[config.mk]
export PLATFORM = sky130hd
export DESIGN_NAME = dma_chan_regs
export DESIGN_NICKNAME = d
export VERILOG_FILES = /design/src/rtl/dmacr_pkg.sv /design/src/rtl/dmacr_decode.sv /design/src/rtl/dmacr_chan.sv /design/src/rtl/dmacr_rdmux.sv /design/src/rtl/dma_chan_regs.sv
export SDC_FILE = /design/constraint.sdc
export NUM_CORES = 2
export LEC_CHECK = 0
export ABC_CLOCK_PERIOD_IN_PS = 5000
export CORE_ASPECT_RATIO = 0.8
export CORE_MARGIN = 3
export CORE_UTILIZATION = 27
export CTS_CLUSTER_SIZE = 25
export DETAILED_ROUTE_END_ITERATION = 8
export DONT_BUFFER_PORTS = 1
export HOLD_SLACK_MARGIN = 0.06
export MAX_ROUTING_LAYER = met4
export PLACE_DENSITY_LB_ADDON = 0.3
export SKIP_CTS_REPAIR_TIMING = 1
export SLEW_MARGIN = 20
export SYNTH_ARGS = -nofsm -noshare
export SYNTH_HDL_FRONTEND = slang
export SYNTH_SLANG_ARGS = --single-unit
[constraint.sdc]
create_clock -name clk -period 5 [get_ports clk]
set_clock_uncertainty 0.2 [all_clocks]
set_input_delay 0.5 -clock clk [delete_from_list [all_inputs] [get_ports clk]]
set_output_delay 0.5 -clock clk [all_outputs]
set_load 0.005 [all_outputs]
[src/rtl/dmacr_pkg.sv]
// Shared types, register indices and helpers for the DMA channel register unit.
// Assumes a 32-bit data bus and a 6-bit register word index per channel.
package dmacr_pkg;

    localparam int REG_W = 32;
    localparam int IDX_W = 6;
    localparam int WIN_LSB = 13;
    localparam int NPTR = 5;

    typedef enum logic [2:0] {
        ST_RST  = 3'b001,
        ST_STOP = 3'b010,
        ST_RUN  = 3'b100
    } chan_state_t;

    localparam logic [1:0] SZ_WORD = 2'b10;

    localparam logic [IDX_W-1:0] RIX_CMD    = 6'd32;
    localparam logic [IDX_W-1:0] RIX_CFG    = 6'd33;
    localparam logic [IDX_W-1:0] RIX_STAT   = 6'd34;
    localparam logic [IDX_W-1:0] RIX_MASK   = 6'd35;
    localparam logic [IDX_W-1:0] RIX_ACK    = 6'd36;
    localparam logic [IDX_W-1:0] RIX_RAW    = 6'd37;
    localparam logic [IDX_W-1:0] RIX_MASKED = 6'd38;
    localparam logic [IDX_W-1:0] RIX_STRM   = 6'd39;

    // Pointer slots: data, saved data, saved buffer, group, group-down.
    localparam logic [IDX_W-1:0] PTR_IDX [NPTR] = '{6'd0, 6'd22, 6'd23, 6'd24, 6'd31};

    // State after a configuration write; the reset rule is applied last so it wins.
    function automatic chan_state_t cfg_state(chan_state_t cur, logic [1:0] cfg);
        chan_state_t nxt;
        nxt = cur;
        if (cfg[1]) nxt = ST_STOP;
        if (!cfg[0]) nxt = ST_RST;
        return nxt;
    endfunction

endpackage

[src/rtl/dmacr_decode.sv]
// Address decoder: splits the bus address into a one-hot channel select and a
// register word index, and classifies the access by size.
// Assumes one access per cycle and ADDR_W > 13.
module dmacr_decode
    import dmacr_pkg::*;
#(
    parameter int NUM_CH = 4,
    parameter int ADDR_W = 16
) (
    input  logic              bus_wr,
    input  logic              bus_rd,
    input  logic [ADDR_W-1:0] bus_addr,
    input  logic [1:0]        bus_size,
    output logic [NUM_CH-1:0] ch_sel,
    output logic [IDX_W-1:0]  reg_idx,
    output logic              wr_hit,
    output logic              rd_hit,
    output logic              narrow
);
    localparam int CF_W = ADDR_W - WIN_LSB;

    logic [CF_W-1:0] ch_field;
    logic            word_acc;
    logic            addr_unused;

    // Field extraction; bits 12:8 and 1:0 take no part in decode.
    assign ch_field    = bus_addr[ADDR_W-1:WIN_LSB];
    assign reg_idx     = bus_addr[7:2];
    assign addr_unused = ^{bus_addr[12:8], bus_addr[1:0]};

    // Access classification by size.
    assign word_acc = (bus_size == SZ_WORD);
    assign narrow   = (bus_wr | bus_rd) & ~word_acc;
    assign wr_hit   = bus_wr & word_acc;
    assign rd_hit   = bus_rd & word_acc;

    // One select line per implemented channel; out-of-range fields select none.
    for (genvar c = 0; c < NUM_CH; c++) begin : g_sel
        assign ch_sel[c] = (ch_field == CF_W'(c));
    end

endmodule

[src/rtl/dmacr_chan.sv]
// Register set for one DMA channel: descriptor pointers, configuration,
// command registers, one-hot state, status word and interrupt combine.
// Assumes wr_en is already qualified by channel select and word size.
module dmacr_chan
    import dmacr_pkg::*;
#(
    parameter int IRQ_W = 4
) (
    input  logic             clk,
    input  logic             rst_n,
    input  logic             wr_en,
    input  logic [IDX_W-1:0] idx,
    input  logic [REG_W-1:0] wdata,
    input  logic             eng_start,
    input  logic             eng_eol,
    input  logic             src_load,
    input  logic [7:0]       src_in,
    input  logic [IRQ_W-1:0] irq_set,
    output logic [REG_W-1:0] rd_word,
    output logic [2:0]       state_o,
    output logic             cont_fire,
    output logic             strm_fire,
    output logic             bad_fire,
    output logic             irq
);
    localparam int PAD_W = REG_W - IRQ_W;

    logic [REG_W-1:0] ptr_q [NPTR];
    logic [REG_W-1:0] cmd_q;
    logic [REG_W-1:0] cfg_q;
    logic [REG_W-1:0] strm_q;
    logic [IRQ_W-1:0] mask_q;
    logic [IRQ_W-1:0] raw_q;
    logic [7:0]       src_q;
    chan_state_t      state_q;

    logic             wr_cmd, wr_cfg, wr_mask, wr_ack, wr_strm;
    logic [IRQ_W-1:0] ack_bits;
    logic [IRQ_W-1:0] masked;

    // Per-register write strobes.
    assign wr_cmd  = wr_en && (idx == RIX_CMD);
    assign wr_cfg  = wr_en && (idx == RIX_CFG);
    assign wr_mask = wr_en && (idx == RIX_MASK);
    assign wr_ack  = wr_en && (idx == RIX_ACK);
    assign wr_strm = wr_en && (idx == RIX_STRM);
    assign ack_bits = wr_ack ? wdata[IRQ_W-1:0] : '0;

    // Descriptor pointer storage, one register per slot.
    for (genvar k = 0; k < NPTR; k++) begin : g_ptr
        always_ff @(posedge clk) begin
            if (!rst_n)
                ptr_q[k] <= '0;
            else if (wr_en && (idx == PTR_IDX[k]))
                ptr_q[k] <= wdata;
        end
    end

    // Configuration, command and mask storage.
    always_ff @(posedge clk) begin
        if (!rst_n) begin
            cfg_q  <= '0;
            cmd_q  <= '0;
            strm_q <= '0;
            mask_q <= '0;
        end else begin
            if (wr_cfg)  cfg_q  <= wdata;
            if (wr_cmd)  cmd_q  <= wdata;
            if (wr_strm) strm_q <= wdata;
            if (wr_mask) mask_q <= wdata[IRQ_W-1:0];
        end
    end

    // Channel state: configuration writes first, then engine start.
    always_ff @(posedge clk) begin
        if (!rst_n)
            state_q <= ST_RST;
        else if (wr_cfg)
            state_q <= cfg_state(state_q, wdata[1:0]);
        else if (eng_start && cfg_q[0] && !cfg_q[1])
            state_q <= ST_RUN;
    end

    // Command-source byte latched from the engine.
    always_ff @(posedge clk) begin
        if (!rst_n)
            src_q <= 8'h01;
        else if (src_load)
            src_q <= src_in;
    end

    // Raw interrupts: acknowledge clears, engine sets win.
    always_ff @(posedge clk) begin
        if (!rst_n)
            raw_q <= '0;
        else
            raw_q <= (raw_q & ~ack_bits) | irq_set;
    end

    // Command pulses and reserved-bit flag toward the engine.
    always_ff @(posedge clk) begin
        if (!rst_n) begin
            cont_fire <= 1'b0;
            strm_fire <= 1'b0;
            bad_fire  <= 1'b0;
        end else begin
            cont_fire <= wr_cmd;
            strm_fire <= wr_strm;
            bad_fire  <= (wr_cmd && (wdata[REG_W-1:1] != '0)) ||
                         (wr_strm && (wdata[REG_W-1:10] != '0));
        end
    end

    // Interrupt combine.
    assign masked  = raw_q & mask_q;
    assign irq     = |masked;
    assign state_o = state_q;

    // Read word selection for this channel.
    always_comb begin
        rd_word = '0;
        for (int k = 0; k < NPTR; k++)
            if (idx == PTR_IDX[k]) rd_word = ptr_q[k];
        case (idx)
            RIX_CMD:    rd_word = cmd_q;
            RIX_CFG:    rd_word = cfg_q;
            RIX_STAT:   rd_word = {16'h0000, src_q, 2'b00, eng_eol, 2'b00, state_q};
            RIX_MASK:   rd_word = {{PAD_W{1'b0}}, mask_q};
            RIX_RAW:    rd_word = {{PAD_W{1'b0}}, raw_q};
            RIX_MASKED: rd_word = {{PAD_W{1'b0}}, masked};
            RIX_STRM:   rd_word = strm_q;
            default:    ;
        endcase
    end

endmodule

[src/rtl/dmacr_rdmux.sv]
// Read return path: picks the selected channel's word and registers it with
// a valid flag one cycle after the read strobe.
// Assumes ch_sel is one-hot or zero.
module dmacr_rdmux
    import dmacr_pkg::*;
#(
    parameter int NUM_CH = 4
) (
    input  logic                    clk,
    input  logic                    rst_n,
    input  logic                    rd_any,
    input  logic                    rd_hit,
    input  logic [NUM_CH-1:0]       ch_sel,
    input  logic [NUM_CH*REG_W-1:0] words,
    output logic [REG_W-1:0]        rdata,
    output logic                    rvalid
);
    logic [REG_W-1:0] pick;

    // OR-combine of the selected channel word.
    always_comb begin
        pick = '0;
        for (int c = 0; c < NUM_CH; c++)
            if (ch_sel[c]) pick = pick | words[c*REG_W +: REG_W];
    end

    // Registered read response.
    always_ff @(posedge clk) begin
        if (!rst_n) begin
            rdata  <= '0;
            rvalid <= 1'b0;
        end else begin
            rvalid <= rd_any;
            rdata  <= rd_hit ? pick : '0;
        end
    end

endmodule

[src/rtl/dma_chan_regs.sv]
// Top of the DMA channel register unit: decoder, one register set per
// channel, read return path, error flag and stream code latch.
// Assumes one bus access per cycle, one-cycle strobes and ADDR_W > 13.
module dma_chan_regs
    import dmacr_pkg::*;
#(
    parameter int NUM_CH = 4,
    parameter int ADDR_W = 16,
    parameter int IRQ_W  = 4
) (
    input  logic                    clk,
    input  logic                    rst_n,
    input  logic                    bus_wr,
    input  logic                    bus_rd,
    input  logic [ADDR_W-1:0]       bus_addr,
    input  logic [1:0]              bus_size,
    input  logic [31:0]             bus_wdata,
    output logic [31:0]             bus_rdata,
    output logic                    bus_rvalid,
    output logic                    bus_err,
    input  logic [NUM_CH-1:0]       eng_start,
    input  logic [NUM_CH-1:0]       eng_eol,
    input  logic [NUM_CH-1:0]       eng_src_load,
    input  logic [NUM_CH*8-1:0]     eng_src,
    input  logic [NUM_CH*IRQ_W-1:0] eng_irq_set,
    output logic [NUM_CH*3-1:0]     chan_state,
    output logic [NUM_CH-1:0]       cont_pulse,
    output logic [NUM_CH-1:0]       strm_pulse,
    output logic [9:0]              strm_cmd,
    output logic                    cmd_bad,
    output logic [NUM_CH-1:0]       irq
);
    logic [NUM_CH-1:0]       ch_sel;
    logic [IDX_W-1:0]        reg_idx;
    logic                    wr_hit, rd_hit, narrow;
    logic [NUM_CH*REG_W-1:0] words;
    logic [NUM_CH-1:0]       bad_vec;
    logic                    strm_wr;

    dmacr_decode #(.NUM_CH(NUM_CH), .ADDR_W(ADDR_W)) u_dec (
        .bus_wr   (bus_wr),
        .bus_rd   (bus_rd),
        .bus_addr (bus_addr),
        .bus_size (bus_size),
        .ch_sel   (ch_sel),
        .reg_idx  (reg_idx),
        .wr_hit   (wr_hit),
        .rd_hit   (rd_hit),
        .narrow   (narrow)
    );

    // One register set per channel.
    for (genvar c = 0; c < NUM_CH; c++) begin : g_ch
        dmacr_chan #(.IRQ_W(IRQ_W)) u_chan (
            .clk       (clk),
            .rst_n     (rst_n),
            .wr_en     (wr_hit && ch_sel[c]),
            .idx       (reg_idx),
            .wdata     (bus_wdata),
            .eng_start (eng_start[c]),
            .eng_eol   (eng_eol[c]),
            .src_load  (eng_src_load[c]),
            .src_in    (eng_src[c*8 +: 8]),
            .irq_set   (eng_irq_set[c*IRQ_W +: IRQ_W]),
            .rd_word   (words[c*REG_W +: REG_W]),
            .state_o   (chan_state[c*3 +: 3]),
            .cont_fire (cont_pulse[c]),
            .strm_fire (strm_pulse[c]),
            .bad_fire  (bad_vec[c]),
            .irq       (irq[c])
        );
    end

    dmacr_rdmux #(.NUM_CH(NUM_CH)) u_rd (
        .clk    (clk),
        .rst_n  (rst_n),
        .rd_any (bus_rd),
        .rd_hit (rd_hit),
        .ch_sel (ch_sel),
        .words  (words),
        .rdata  (bus_rdata),
        .rvalid (bus_rvalid)
    );

    assign strm_wr = wr_hit && (|ch_sel) && (reg_idx == RIX_STRM);
    assign cmd_bad = |bad_vec;

    // Narrow-access error flag and stream code latch.
    always_ff @(posedge clk) begin
        if (!rst_n) begin
            bus_err  <= 1'b0;
            strm_cmd <= '0;
        end else begin
            bus_err <= narrow;
            if (strm_wr) strm_cmd <= bus_wdata[9:0];
        end
    end

endmodule

==> flow_metrics.py <==
metrics = {
    "timing": {
        "finalHoldViolations": 0,
        "fin_crit_sh": 0.942,
        "grt_setup_unrepaired": "no",
        "fin_ws_ns": 0.289,
        "finalSetupViolations": 0,
        "min_period_ns": 4.71,
        "fin_tns_setup_ns": 0,
        "fmaxAchievable_mhz": 212,
        "slew_headroom": -0.192,
        "worst_pin_slew_ns": 1.79,
        "drv_slew": 327,
    },
    "yosys": {
        "netlist_top_cells_area": "edfxtp_1, dfxtp_1, and2_1",
        "syn_avg_cell_area_um2": 10.5,
        "synth_area_leader_cell": "edfxtp_1",
        "async_flop_share": 0,
        "synthDistinctLibCells": 62,
        "synth_nets": 4915,
        "ys_warn_count": 0,
        "yosysSeqAreaShare": 0.586,
        "synth_top_area_frac": 0.381,
        "ys.flop_type": "edfxtp_1",
        "netlist_area_mm2": 0.0504,
        "netlist_instances": 4801,
        "synth-seq-cells": 1156,
        "synth_edf_count": 640,
    },
    "global_routing": {
        "grt_pass1_wl_um": 268000,
        "first_global_vias": 35113,
        "grt_usage": 0.197,
        "overflow": 0,
        "grt_max_degree": 503,
        "antenna_found_initial": 22,
    },
    "critical_path": {
        "path_max_fanout": 20,
        "cp.arrival_ns": 5.19,
        "crit_family": "simple AND/OR/NAND/NOR gates",
        "worstSetupEndpointType": "register",
        "reg2reg_setup_slack_ns": 2.69,
        "required_ns": 5.48,
        "r2r-end": "u_rd.rdata[3]",
        "worstSetupPathType": "in2reg",
        "cp-start-kind": "primary input",
        "critPathBufInv": 4,
        "slowest_delay_ns": 0.92,
        "critPathSlowestCell": "nand3_1",
        "reg2reg_from": "g_ch[2].u_chan.raw_q[3]",
        "path_cells": "nor4bb_2 -> nand3_1 -> buf_4 -> nor2_4 -> buf_4 -> nand2_1 -> dlygate4sd3_1 -> a21boi_0 -> dlygate4sd3_1",
        "worstSetupStartpoint": "bus_addr[15]",
        "reg2reg_depth": 5,
    },
    "layout": {
        "most-common-layout-cells": "nand2_1, and2_1, edfxtp_1",
        "mostFrequentLayoutCell": "nand2_1",
        "finalInstanceArea_mm2": 0.0603,
        "instances_no_fill": 7429,
        "finalNetCount": 5000,
        "syn2layout_area_growth_pct": 19.6,
        "layout-drive-gt1-share": 0.0905,
        "fill_cells": 18581,
    },
    "power_and_ir_drop": {
        "power.density_mw_per_mm2": 331,
        "ir_worst_vdd_v": 0.000291,
        "p_leak_nw": 20.0,
        "finalPower_mw": 20.0,
    },
    "cts": {
        "path_clk_slew_ns": 0.07,
        "htreeDepth": 3,
        "clk_path_buf_depth": 3,
        "clock_latency_ns": 0.74,
        "numCtsBuffers": 111,
        "cts_sinks": 1156,
        "clock-root-buffer": "clkbuf_16",
        "cts_tree": "built",
    },
    "floorplanning": {
        "rows": 141,
        "die_area_mm2": 0.192,
        "fp.dieW_um": 489,
        "io_pins": 183,
        "coreArea_mm2": 0.185,
        "die_y_um": 393,
        "initial_core_util": 0.272,
    },
    "routing": {
        "drc": 0,
        "wire_per_inst_um": 26.7,
        "totalWireLength_um": 198000,
        "drt_first_pass_iters": 8,
        "viasPerCell": 5.30,
        "drt_iter0_drc": 4876,
        "vias": 39397,
        "ant_nets": 0,
    },
    "run_status": {
        "failed_checks": "max-slew violations",
        "status": "finished with violations",
    },
    "worst_hold_path": {
        "hold_class": "in2reg",
        "holdPathEnd": "u_rd.rdata[5]",
        "whs_path_depth": 4,
        "min-delay-start": "eng_eol[3]",
    },
    "job": {
        "maxCapViolCount": 0,
    },
    "placement": {
        "port_buffers": 0,
        "gp_congestion": 0.855,
        "placed_area_mm2": 0.0531,
        "place_inst": 6888,
        "dp_worst_setup_slack_ns": 0.771,
        "place_hpwl_um": 115000,
    },
}
layer usage:
| layer | track usage | vias up | wire length, um |
|---|---|---|---|
| met5 | - | - | 0 |
| met2 | 0.291 | 1977 | 87500 |
| li1 | - | 17288 | - |
| met1 | 0.278 | 19825 | 86900 |
| met3 | 0.0343 | 307 | 18200 |
| met4 | 0.0465 | 0 | 5450 |
tightest hold or removal path, stage by stage:
cell	delay, ns
a22oi_1	0.07
o211ai_1	0.11
nand2_1	0.06
a31oi_1	0.20
state kept, by name, indices dropped and copies added, names as in the netlist:
name	count
g_ch.u_chan.mask_q	16
g_ch.u_chan.cont_fire	4
g_ch.u_chan.cmd_q	128
u_rd.rdata	32
g_ch.u_chan.strm_fire	4
g_ch.u_chan.ptr_q	640
g_ch.u_chan.cfg_q	128
u_rd.rvalid	1
g_ch.u_chan.raw_q	16
bus_err	1
g_ch.u_chan.strm_q	128
strm_cmd	10
g_ch.u_chan.bad_fire	4
g_ch.u_chan.src_q	32
g_ch.u_chan.state_o	12
worst max path at each step:
stage | to | slack (ns) | depth (start not counted)
after floorplan | g_ch[0].u_chan.ptr_q[2][0] | 0.43 | 7
after global placement | g_ch[3].u_chan.strm_q[24] | 0.80 | 7
final | g_ch[3].u_chan.strm_q[18] | 0.29 | 9
after global routing | g_ch[3].u_chan.strm_q[18] | 0.25 | 9
after CTS | g_ch[3].u_chan.strm_q[16] | 1.57 | 7
after detailed placement | g_ch[3].u_chan.strm_q[26] | 0.77 | 7
cells in the mapped netlist, drive strengths merged, types with 3 or more instances:
library cell / instances
a21boi: 410
a21o: 4
a21oi: 45
a221o: 43
a221oi: 129
a222oi: 62
a22o: 44
a22oi: 109
a31o: 4
a31oi: 13
a32o: 10
a32oi: 5
and2: 655
and3: 5
buf: 132
clkbuf: 349
dfxtp: 516
edfxtp: 640
mux2: 14
mux2i: 38
mux4: 4
nand2: 974
nand3: 52
nand3b: 4
nand4: 31
nand4b: 9
nor2: 112
nor2b: 84
nor3: 27
nor3b: 8
nor4: 34
o2111ai: 7
o211ai: 42
o21a: 3
o21ai: 85
o221ai: 7
o22ai: 69
power by group:
group          switching [mW]  internal (mW)  total (mW)
Combinational           0.622          0.343       0.965
Clock                    3.88           4.74        8.62
Sequential             0.0987           10.3        10.4
Total                    4.60           15.4        20.0
per-stage QoR:
| step | hold WS, ns | utilization |
|---|---|---|
| 3_5_place_dp | 0.245 | 0.287 |
| 5_1_grt | 0.0627 | 0.326 |
| 3_3_place_gp | 0.240 | 0.287 |
| 2_1_floorplan | 0.232 | - |
| 6_report | 0.0880 | 0.326 |
| 4_1_cts | -0.347 | 0.306 |
area by class of cell:
cell class                 instances  area [um2]  share of cell area
sequential                      1156       29500               0.490
multi-input combinational       3164       19300               0.321
timing repair buffer             453        4750              0.0787
clock buffer                     172        3330              0.0553
tap                             2431        3040              0.0504
clock inverter                    36         274             0.00454
antenna                           17        42.5            0.000705
kinds of logic after synthesis:
| group | synth area share |
|---|---|
| buf+inv | 0.0404 |
| simple gates | 0.196 |
| mux | 0.0125 |
| compound gates | 0.165 |
| flops | 0.586 |
Power figures use the tool's default switching activity.
